<file path="config.mk">
export PLATFORM = sky130hd
export DESIGN_NAME = raster_timer
export DESIGN_NICKNAME = d
export VERILOG_FILES = /design/src/rtl/raster_pkg.sv /design/src/rtl/raster_derive.sv /design/src/rtl/raster_scan.sv /design/src/rtl/raster_timer.sv
export SDC_FILE = /design/constraint.sdc
export NUM_CORES = 1
export LEC_CHECK = 0
export BUFFER_PORTS_ARGS = -buffer_cell sky130_fd_sc_hd__buf_2
export CORE_UTILIZATION = 58
export CTS_BUF_LIST = sky130_fd_sc_hd__clkbuf_16
export DETAILED_ROUTE_END_ITERATION = 6
export GPL_TIMING_DRIVEN = 0
export PLACE_DENSITY_LB_ADDON = 0.1
export RECOVER_POWER = 25
export SLEW_MARGIN = 20
export SYNTH_ARGS = -nofsm -noshare
export SYNTH_HDL_FRONTEND = slang
export SYNTH_SLANG_ARGS = --single-unit
</file>
<file path="constraint.sdc">
create_clock -name clk -period 6.7 [get_ports clk]
set_clock_uncertainty 0.1 [all_clocks]
set_input_delay 0.67 -clock clk [delete_from_list [all_inputs] [get_ports clk]]
set_output_delay 0.67 -clock clk [all_outputs]
set_load 0.02 [all_outputs]
</file>
<file path="src/rtl/raster_pkg.sv">
package raster_pkg;
    localparam int DLY_W   = 5;
    localparam int DLY_MAX = 30;
    localparam int DLY_CHAN_ADJ = 2;

    typedef enum logic {
        CHAN_PRI = 1'b0,
        CHAN_SEC = 1'b1
    } chan_e;
endpackage

</file>
<file path="src/rtl/raster_derive.sv">
module raster_derive
    import raster_pkg::*;
#(
    parameter int HW = 12,
    parameter int VW = 11
) (
    input  logic [HW-1:0]    h_act,
    input  logic [HW-1:0]    h_fp,
    input  logic [HW-1:0]    h_sw,
    input  logic [HW-1:0]    h_bp,
    input  logic [VW-1:0]    v_act,
    input  logic [VW-1:0]    v_fp,
    input  logic [VW-1:0]    v_sw,
    input  logic [VW-1:0]    v_bp,
    input  logic             ilace,
    input  logic             chan,
    output logic [HW-1:0]    h_off,
    output logic [HW-1:0]    h_tot,
    output logic [VW-1:0]    v_off,
    output logic [VW-1:0]    fld_act,
    output logic [VW-1:0]    fld_lines,
    output logic [VW:0]      v_tot_reg,
    output logic [DLY_W-1:0] sdly
);
    localparam int BW = VW + 2;
    localparam int SW = VW + 3;
    localparam logic signed [SW-1:0] MAX_S = SW'(DLY_MAX);
    localparam logic signed [SW-1:0] ADJ_S = SW'(DLY_CHAN_ADJ);

    logic [VW-1:0] v_frame;
    logic [BW-1:0] blank;
    logic [BW-1:0] blank_f;
    logic signed [SW-1:0] adj;
    logic sec;

    always_comb begin
        sec       = (chan == CHAN_SEC);
        h_off     = h_sw + h_bp;
        h_tot     = h_act + h_fp + h_off;
        v_off     = v_sw + v_bp;
        v_frame   = v_act + v_fp + v_off;
        fld_act   = ilace ? (v_act >> 1) : v_act;
        fld_lines = fld_act + v_fp + v_off;
        v_tot_reg = (sec && !ilace) ? {v_frame, 1'b0} : {1'b0, v_frame};

        blank   = {2'b00, v_fp} + {2'b00, v_sw} + {2'b00, v_bp};
        blank_f = ilace ? (blank >> 1) : blank;
        adj     = $signed({1'b0, blank_f}) - (sec ? ADJ_S : '0);
        if (adj < 0)
            sdly = '0;
        else if (adj > MAX_S)
            sdly = DLY_W'(DLY_MAX);
        else
            sdly = adj[DLY_W-1:0];
    end
endmodule

</file>
<file path="src/rtl/raster_scan.sv">
module raster_scan #(
    parameter int HW = 12,
    parameter int VW = 11
) (
    input  logic          clk,
    input  logic          rst_n,
    input  logic          run,
    input  logic          load,
    input  logic          ilace,
    input  logic [HW-1:0] h_tot,
    input  logic [VW-1:0] fld_lines,
    output logic [HW-1:0] px,
    output logic [VW-1:0] ln,
    output logic          fld,
    output logic          frame_end
);
    typedef struct packed {
        logic [HW-1:0] px;
        logic [VW-1:0] ln;
        logic          fld;
    } scan_t;

    scan_t scan_d, scan_q;
    logic  line_end;

    always_comb begin
        scan_d    = scan_q;
        line_end  = run && (scan_q.px == h_tot - HW'(1));
        frame_end = line_end && (scan_q.ln == fld_lines - VW'(1));
        if (load) begin
            scan_d = '0;
        end else if (run) begin
            if (line_end) begin
                scan_d.px = '0;
                if (frame_end) begin
                    scan_d.ln  = '0;
                    scan_d.fld = ilace ? ~scan_q.fld : 1'b0;
                end else begin
                    scan_d.ln = scan_q.ln + VW'(1);
                end
            end else begin
                scan_d.px = scan_q.px + HW'(1);
            end
        end
    end

    always_ff @(posedge clk or negedge rst_n) begin
        if (!rst_n)
            scan_q <= '0;
        else
            scan_q <= scan_d;
    end

    assign px  = scan_q.px;
    assign ln  = scan_q.ln;
    assign fld = scan_q.fld;
endmodule

</file>
<file path="src/rtl/raster_timer.sv">
module raster_timer
    import raster_pkg::*;
#(
    parameter int HW = 12,
    parameter int VW = 11
) (
    input  logic             clk,
    input  logic             rst_n,
    input  logic             apply_i,
    input  logic [HW-1:0]    h_act_i,
    input  logic [HW-1:0]    h_fp_i,
    input  logic [HW-1:0]    h_sw_i,
    input  logic [HW-1:0]    h_bp_i,
    input  logic [VW-1:0]    v_act_i,
    input  logic [VW-1:0]    v_fp_i,
    input  logic [VW-1:0]    v_sw_i,
    input  logic [VW-1:0]    v_bp_i,
    input  logic             hs_low_i,
    input  logic             vs_low_i,
    input  logic             ilace_i,
    input  logic             chan_i,
    output logic             out_en_o,
    output logic             hsync_o,
    output logic             vsync_o,
    output logic             de_o,
    output logic             field_o,
    output logic [HW-1:0]    px_o,
    output logic [VW-1:0]    ln_o,
    output logic [VW:0]      vtot_o,
    output logic [DLY_W-1:0] sdly_o
);
    typedef struct packed {
        logic [HW-1:0] h_act;
        logic [HW-1:0] h_fp;
        logic [HW-1:0] h_sw;
        logic [HW-1:0] h_bp;
        logic [VW-1:0] v_act;
        logic [VW-1:0] v_fp;
        logic [VW-1:0] v_sw;
        logic [VW-1:0] v_bp;
        logic          hs_low;
        logic          vs_low;
        logic          ilace;
        logic          chan;
    } mode_t;

    typedef struct packed {
        mode_t mode;
        mode_t held;
        logic  held_vld;
        logic  run;
    } ctl_t;

    ctl_t  ctl_d, ctl_q;
    mode_t mode_in;
    logic  load;
    logic  frame_end;
    logic  ilace_act;
    logic [$bits(mode_t)-1:0] cfg_bits;

    logic [HW-1:0] h_off, h_tot;
    logic [VW-1:0] v_off, fld_act, fld_lines;
    logic [VW:0]   v_tot_reg;
    logic [DLY_W-1:0] sdly;
    logic [HW-1:0] px;
    logic [VW-1:0] ln;
    logic          fld;
    logic          hs_act, vs_act, h_in, v_in;

    always_comb begin
        mode_in = '{h_act: h_act_i, h_fp: h_fp_i, h_sw: h_sw_i, h_bp: h_bp_i,
                    v_act: v_act_i, v_fp: v_fp_i, v_sw: v_sw_i, v_bp: v_bp_i,
                    hs_low: hs_low_i, vs_low: vs_low_i,
                    ilace: ilace_i, chan: chan_i};
    end

    // Mode staging: immediate load when idle, boundary load when running.
    always_comb begin
        ctl_d = ctl_q;
        load  = 1'b0;
        if (!ctl_q.run) begin
            if (apply_i) begin
                ctl_d.mode = mode_in;
                ctl_d.run  = 1'b1;
                load       = 1'b1;
            end
        end else begin
            if (frame_end && ctl_q.held_vld) begin
                ctl_d.mode     = ctl_q.held;
                ctl_d.held_vld = 1'b0;
                load           = 1'b1;
            end
            if (apply_i) begin
                ctl_d.held     = mode_in;
                ctl_d.held_vld = 1'b1;
            end
        end
    end

    always_ff @(posedge clk or negedge rst_n) begin
        if (!rst_n)
            ctl_q <= '0;
        else
            ctl_q <= ctl_d;
    end

    assign cfg_bits  = ctl_q.mode;
    assign ilace_act = ctl_q.mode.ilace;

    raster_derive #(.HW(HW), .VW(VW)) u_derive (
        .h_act     (ctl_q.mode.h_act),
        .h_fp      (ctl_q.mode.h_fp),
        .h_sw      (ctl_q.mode.h_sw),
        .h_bp      (ctl_q.mode.h_bp),
        .v_act     (ctl_q.mode.v_act),
        .v_fp      (ctl_q.mode.v_fp),
        .v_sw      (ctl_q.mode.v_sw),
        .v_bp      (ctl_q.mode.v_bp),
        .ilace     (ctl_q.mode.ilace),
        .chan      (ctl_q.mode.chan),
        .h_off     (h_off),
        .h_tot     (h_tot),
        .v_off     (v_off),
        .fld_act   (fld_act),
        .fld_lines (fld_lines),
        .v_tot_reg (v_tot_reg),
        .sdly      (sdly)
    );

    raster_scan #(.HW(HW), .VW(VW)) u_scan (
        .clk       (clk),
        .rst_n     (rst_n),
        .run       (ctl_q.run),
        .load      (load),
        .ilace     (ctl_q.mode.ilace),
        .h_tot     (h_tot),
        .fld_lines (fld_lines),
        .px        (px),
        .ln        (ln),
        .fld       (fld),
        .frame_end (frame_end)
    );

    always_comb begin
        hs_act   = px < ctl_q.mode.h_sw;
        vs_act   = ln < ctl_q.mode.v_sw;
        h_in     = (px >= h_off) && (px < h_off + ctl_q.mode.h_act);
        v_in     = (ln >= v_off) && (ln < v_off + fld_act);
        out_en_o = ctl_q.run;
        hsync_o  = ctl_q.run && (hs_act ^ ctl_q.mode.hs_low);
        vsync_o  = ctl_q.run && (vs_act ^ ctl_q.mode.vs_low);
        de_o     = ctl_q.run && h_in && v_in;
        field_o  = fld;
        px_o     = px;
        ln_o     = ln;
        vtot_o   = v_tot_reg;
        sdly_o   = sdly;
    end
endmodule

</file>
==> results of run 1 <==
routing by layer:
metal,global-route usage,wire (um)
met4,0.151,2540
met3,0.0331,2310
met1,0.407,20300
met2,0.530,22800
met5,0,0
flip-flops by register name, summed over array words and instances, names as in the netlist:
register    cells
cfg_bits       95
ilace_act       1
u_scan.px      12
ctl_q          97
out_en_o        1
u_scan.fld      1
u_scan.ln      11
per-stage QoR:
step	instance area, um^2	hold slack, ns	TNS, ns	cells
final	19500	0.245	0	2342
after global routing	19500	0.249	0	2342
after CTS	19500	0.238	0	2342
after detailed placement	18700	0.386	-24.02	2296
after global placement	18600	0.382	-24.65	2294
after floorplan	17400	0.274	0	1761
worst max path at each step:
stage	from	cells past startpoint	endpoint
global placement	ilace_act	22	cfg_bits[28]
detailed placement	ilace_act	20	cfg_bits[52]
global route	ilace_act	25	de_o
CTS	cfg_bits[15]	22	sdly_o[0]
finish	cfg_bits[15]	23	sdly_o[3]
floorplan	ilace_act	22	cfg_bits[48]
repair_timing:
item	in CTS	in global routing
pin swaps	0	2
buffers inserted	0	2
endpoints found under the hold margin	42	0
hold buffers	1	0
endpoints found under the setup margin	98	100
gates resized for setup	4	10
cell usage in the layout, fill, tap and decap left out, drive strengths merged, types with 62 or more instances in the layout:
| cell type | instances |
|---|---|
| dfrtp | 218 |
| inv | 192 |
| ha | 185 |
| buf | 173 |
| mux2 | 167 |
| o21ai | 83 |
| a21oi | 81 |
| xnor2 | 77 |
| clkbuf | 73 |
| a221o | 71 |
| nor3 | 65 |
| nor2 | 62 |
logic make-up after synthesis:
group | count (synthesis)
simple gates | 342
fa+ha+maj | 223
mux | 171
buf+inv | 265
flops | 218
compound gates | 424
xor+xnor | 118
cells in the mapped netlist (all sizes together) (5+ instances only):
library cell / n / area share
mux2: 167 / 0.11
dfrtp: 218 / 0.31
xor2: 41 / 0.021
a21oi: 81 / 0.023
nor3: 65 / 0.019
a21o: 36 / 0.016
o211ai: 12 / 0.0052
and3: 12 / 0.0043
nor2: 62 / 0.014
o21ai: 83 / 0.024
nand2b: 31 / 0.011
buf: 32 / 0.0099
and2: 12 / 0.0043
nand3: 23 / 0.0073
a21boi: 7 / 0.0030
and4: 5 / 0.0025
a31oi: 25 / 0.0090
fa: 38 / 0.044
o22ai: 23 / 0.0083
or3: 11 / 0.0042
nor3b: 26 / 0.011
xnor2: 77 / 0.039
nand2: 51 / 0.011
inv: 189 / 0.041
a221o: 71 / 0.041
o21a: 26 / 0.011
nand4: 7 / 0.0025
o21bai: 11 / 0.0047
nor4: 7 / 0.0029
nor2b: 16 / 0.0062
a211oi: 11 / 0.0053
clkbuf: 43 / 0.0094
ha: 185 / 0.13
power by group:
group | switching, mW | internal [mW] | total, mW | leakage [nW]
sequential | 0.141 | 1.42 | 1.57 | 2.36
clock | 0.608 | 0.786 | 1.39 | 0.404
combinational | 0.538 | 0.453 | 0.991 | 6.19
total | 1.29 | 2.66 | 3.95 | 8.96
cell type report:
class / instances / area [um^2] / share of cell area
Clock inverter: 19 / 171 / 0.00881
Clock buffer: 26 / 651 / 0.0334
Sequential cell: 218 / 5460 / 0.280
Buffer: 73 / 334 / 0.0172
Timing Repair Buffer: 148 / 749 / 0.0385
Tap cell: 390 / 488 / 0.0251
Inverter: 190 / 713 / 0.0366
Multi-Input combinational cell: 1278 / 10900 / 0.560
==> impl_metrics.csv, run 1 <==
group,metric,value,unit
timing,fmax,158,MHz
cells_and_area,final_util,0.659,
yosys,netlist_area,0.0174,mm^2
place,gp_congestion,0.912,
worst_setup_path,cp.required,5.93,ns
yosys,seq_area_frac_synth,0.314,
timing,finalSetupViolations,0,
cells_and_area,area_delta_synth_final,12.0,%
worst_setup_path,critical_path_class,"flop to output port",
yosys,synth_xor_area_frac,0.0594,
worst_hold_path,hold_depth,2,
drt,drcViolationCount,0,
drt,drtPass1Iterations,7,
worst_setup_path,crit_arrival,5.56,ns
yosys,synth_edf_count,0,
worst_setup_path,path_delay_family,"compound AO/OA/AOI/OAI gates",
worst_setup_path,crit_path_cell_trace,"ha_1, inv_1, fa_1, nor2b_1, o21ai_0, a21boi_1, o21ai_0, a21boi_1, o21a_1, nor2_1, xnor2_1, ha_1, a21oi_1, o31ai_4, xor2_1, and2_1, or3_4, a2111oi_4, a211oi_2, nor4b_4, buf_4, a21oi_1, buf_2",
place,pre_cts_ws,-0.344,ns
cells_and_area,finalNetCount,2257,
yosys,synth.distinct_cells,77,
yosys,synth_compound_area_frac,0.172,
pwr,p_per_area,203,mW/mm^2
global_routing,grt_pass1_wl,75.5,mm
worst_setup_path,setup.worst_path.start_class,"flop",
global_routing,grt_remaining_overflow,0,
drt,wl_per_cell,20.5,um
place,dp_hpwl,37.2,mm
clocking,cts_tree,"done",
worst_setup_path,reg2reg_from,"ilace_act",
timing,fin_crit,6.33,ns
floorplanning,die_h,175,um
cells_and_area,num-fill-cells,2438,
global_routing,grt.total_usage,0.315,
floorplanning,die_area,0.0307,mm^2
worst_setup_path,worst_setup_path_end_kind,"output port",
floorplanning,start_util,0.588,
yosys,synth_simple_gate_area_frac,0.108,
worst_setup_path,rr_worst_depth,21,
run_status,violations,"capacitance limit, slew limit",
clocking,clk_pin_slew,0.06,ns
yosys,synth_area_per_cell,9.87,um^2
global_routing,grt_pass1_vias,14100,
worst_hold_path,whs_endpoint,"ctl_q[17]",
timing,setup_ws,0.368,ns
cells_and_area,diodes,0,
pwr,totalPowerFinal,3.95,mW
drt,wl,47.9,mm
clocking,cts_inserted_buffers,26,
clocking,numClockSinks,218,
yosys,synth_seq_cells,218,
pwr,vdd_drop_max,0.208,mV
worst_hold_path,worstHoldStart,"v_sw_i[0]",
timing,final_hold_viol_count,0,
timing,tightest_slew,3.36,ns
yosys,ys.flop_type,"dfrtp_1",
drt,ant_nets,0,
yosys,async_flop_share,1.00,
worst_setup_path,r2r_setup_slack,0.39,ns
timing,slew_viol_final,223,
run_status,status,"finished with violations",
worst_hold_path,hold_class,"primary input to flop",
drt,vias,14200,
worst_setup_path,crit_fanout,6,
timing,maxSlewHeadroom,-1.24,
yosys,muxShareOfSynthArea,0.110,
worst_setup_path,crit_buf_inv,3,
yosys,syn-num-nets,2083,
drt,drtIter0Drc,1086,
global_routing,grt_antenna_before_repair,0,
clocking,clkLatencyLatePin,0.57,ns
timing,rsz0062_at_grt,"no",
drt,viasPerCell,6.06,
worst_setup_path,reg2reg_to,"cfg_bits[26]",
clocking,cts-root-buf,"clkbuf_16",
yosys,syn_inst,1761,
run,cap_violations,3,
worst_setup_path,slowest_delay,0.48,ns
yosys,ys_warn_count,0,
floorplanning,die_w,175,um
timing,period_share,0.945,
floorplanning,pin_count,144,
cells_and_area,drive_gt1_frac,0.192,
yosys,yosys.area_share.adder,0.177,
pwr,p_leak,8.96,nW
worst_setup_path,cp_slowest_cell,"dfrtp_2",
clocking,clockBufferDepth,3,
global_routing,grt_max_degree,82,
floorplanning,rows,63,
floorplanning,core,0.0296,mm^2
place,io_buffer_count,143,
yosys,synth_top_family_by_area,"adder cells",
clocking,htreeDepth,1,
No activity file was read; power rests on OpenSTA's default activity.
==> run 2, diff against run 1 <==
- CTS_BUF_LIST: sky130_fd_sc_hd__clkbuf_16 -> sky130_fd_sc_hd__clkbuf_8 sky130_fd_sc_hd__clkbuf_16
==> run 2 against run 1 <==
The flow still finishes with violations (capacitance limit, slew limit). Hold slack gained 0.0049 ns. Maximum frequency is essentially flat. Final area grew 0.41%. Die area is the same. Clock-buffer cell count grew 8. Power grew 2.5%. Critical endpoint unchanged. Sequential power is essentially flat. Sequential share of layout area shrank 0.11 points. Global-route usage grew 0.12 points. Combinational power is essentially flat. First-iteration DRC count shrank 3.0%. Flip-flop and latch count is the same.
==> impl_metrics.csv, run 2 (synthesized netlist as in run 1, its figures left out) <==
group,metric,value,unit
worst_setup_path,crit_arrival,5.57,ns
drt,drtIter0Drc,1053,
timing,fin_crit,6.34,ns
cells_and_area,finalNetCount,2257,
worst_setup_path,reg2reg_to,"cfg_bits[24]",
cells_and_area,area_delta_synth_final,12.4,%
timing,period_share,0.946,
cells_and_area,largest_reg_flops,97,
worst_setup_path,r2r_setup_slack,0.43,ns
clocking,numClockSinks,218,
worst_hold_path,hold_class,"primary input to flop",
worst_setup_path,cp.required,5.93,ns
drt,wl_per_cell,20.5,um
drt,wl,48.1,mm
cells_and_area,top_register,"ctl_q",
timing,final_hold_viol_count,0,
drt,route.met2.wl,22.9,mm
global_routing,grt_remaining_overflow,0,
timing,slew_viol_final,223,
worst_setup_path,crit_path_cell_trace,"ha_1, inv_1, fa_1, nor2b_1, o21ai_0, a21boi_1, o21ai_0, a21boi_1, o21a_1, nor2_1, xnor2_1, ha_1, a21oi_1, o31ai_4, xor2_1, and2_1, or3_4, a2111oi_4, a211oi_2, nor4b_4, buf_4, a21oi_1, buf_2",
clocking,cts_inserted_buffers,26,
worst_hold_path,worstHoldStart,"chan_i",
drt,drcViolationCount,0,
timing,maxSlewHeadroom,-1.25,
cells_and_area,layout_commonest_cell,"dfrtp_1",
drt,drtPass1Iterations,6,
global_routing,grt.total_usage,0.317,
floorplanning,die_w,175,um
clocking,clkLatencyLatePin,0.56,ns
cells_and_area,diodes,0,
global_routing,grt_max_degree,82,
global_routing,grt_antenna_before_repair,0,
floorplanning,rows,63,
timing,rsz0062_at_grt,"no",
floorplanning,pin_count,144,
timing,fmax,158,MHz
worst_setup_path,worst_setup_path_end_kind,"output port",
pwr,p_leak,9.00,nW
worst_setup_path,cp_slowest_cell,"dfrtp_2",
worst_setup_path,crit_fanout,6,
worst_setup_path,setup.worst_path.start_class,"flop",
drt,dr.max_layer_used,"met4",
drt,met1_length,20.4,mm
worst_hold_path,whs_endpoint,"ctl_q[2]",
cells_and_area,drive_gt1_frac,0.196,
floorplanning,die_area,0.0307,mm^2
run_status,violations,"capacitance limit, slew limit",
worst_setup_path,reg2reg_from,"ilace_act",
worst_setup_path,critical_path_class,"flop to output port",
clocking,cts_tree,"done",
drt,ant_nets,0,
global_routing,grt_pass1_vias,14100,
drt,vias,14100,
drt,viasPerCell,6.03,
floorplanning,core,0.0296,mm^2
worst_setup_path,rr_worst_depth,21,
place,io_buffer_count,143,
place,dp_hpwl,37.2,mm
place,gp_congestion,0.912,
cells_and_area,mostFrequentLayoutCells,"216 x dfrtp_1, 190 x inv_1, 185 x ha_1, 158 x buf_2, 142 x mux2_2",
clocking,clockBufferDepth,3,
timing,timing.setup.tns,0,ns
floorplanning,start_util,0.588,
pwr,p_per_area,207,mW/mm^2
clocking,cts-root-buf,"clkbuf_16",
timing,worst_hold_slack,0.250,ns
drt,wl_met3,2.25,mm
run_status,status,"finished with violations",
pwr,vdd_drop_max,0.226,mV
worst_hold_path,hold_depth,2,
global_routing,grt_pass1_wl,75.7,mm
clocking,clk_pin_slew,0.06,ns
timing,tightest_slew,3.37,ns
clocking,htreeDepth,1,
run,cap_violations,3,
timing,finalSetupViolations,0,
floorplanning,die_h,175,um
worst_setup_path,slowest_delay,0.48,ns
run 2: changes by cell type in the layout (fill, tap and decap cells not counted):
cell / before / now
clkbuf_8: 0 / 8
clkinv_1: 9 / 1
run 2: worst max path at each step:
stage	cells past startpoint	to	from	slack, ns
after detailed placement	20	cfg_bits[52]	ilace_act	-0.34
final	23	sdly_o[3]	cfg_bits[15]	0.36
after global placement	22	cfg_bits[28]	ilace_act	-0.34
after global routing	25	de_o	ilace_act	0.01
after CTS	22	sdly_o[0]	cfg_bits[15]	0.06
after floorplan	22	cfg_bits[48]	ilace_act	1.15
run 2: timing repair:
item	CTS	global route
endpoints found under the hold margin	44	0
gates resized for setup	4	10
setup buffers	0	2
hold buffers	1	0
pin swaps	0	2
cloned	0	0
endpoints found under the setup margin	98	100
run 2: through the flow:
stage,std cells,power (mW),setup WS [ns],utilization,cell area (um^2)
2_1_floorplan,1761,2.25,1.15,-,17400
3_3_place_gp,2294,2.54,-0.339,0.629,18600
3_5_place_dp,2296,2.58,-0.344,0.631,18700
4_1_cts,2342,4.07,0.0561,0.662,19600
5_1_grt,2342,4.25,0.0107,0.661,19500
6_report,2342,4.05,0.363,0.661,19500
run 2: area by class of cell:
class,instances,area [um^2]
inverter,190,713
timing repair buffer,148,749
clock buffer,34,761
tap,390,488
multi-input combinational,1278,10900
buffer,73,334
clock inverter,11,141
fill,2432,10000
sequential,218,5460
run 2: power breakdown:
part / total (mW) / internal (mW) / switching [mW] / leakage [nW]
Sequential: 1.57 / 1.42 / 0.142 / 2.36
Combinational: 0.992 / 0.453 / 0.539 / 6.19
Clock: 1.49 / 0.879 / 0.611 / 0.449
run 2: layer usage:
metal / up-vias / GRT usage
met5: - / 0
met4: 0 / 0.153
met3: 117 / 0.0355
met2: 417 / 0.531
met1: 6885 / 0.407
li1: 6714 / -
run 2: critical path, delay by kind of cell (launching register included):
family / cells / cell delay, ns
buf+inv: 3 / 0.42
flops: 1 / 0.48
compound gates: 10 / 1.76
xor+xnor: 2 / 0.28
fa+ha+maj: 3 / 0.96
simple gates: 5 / 1.08
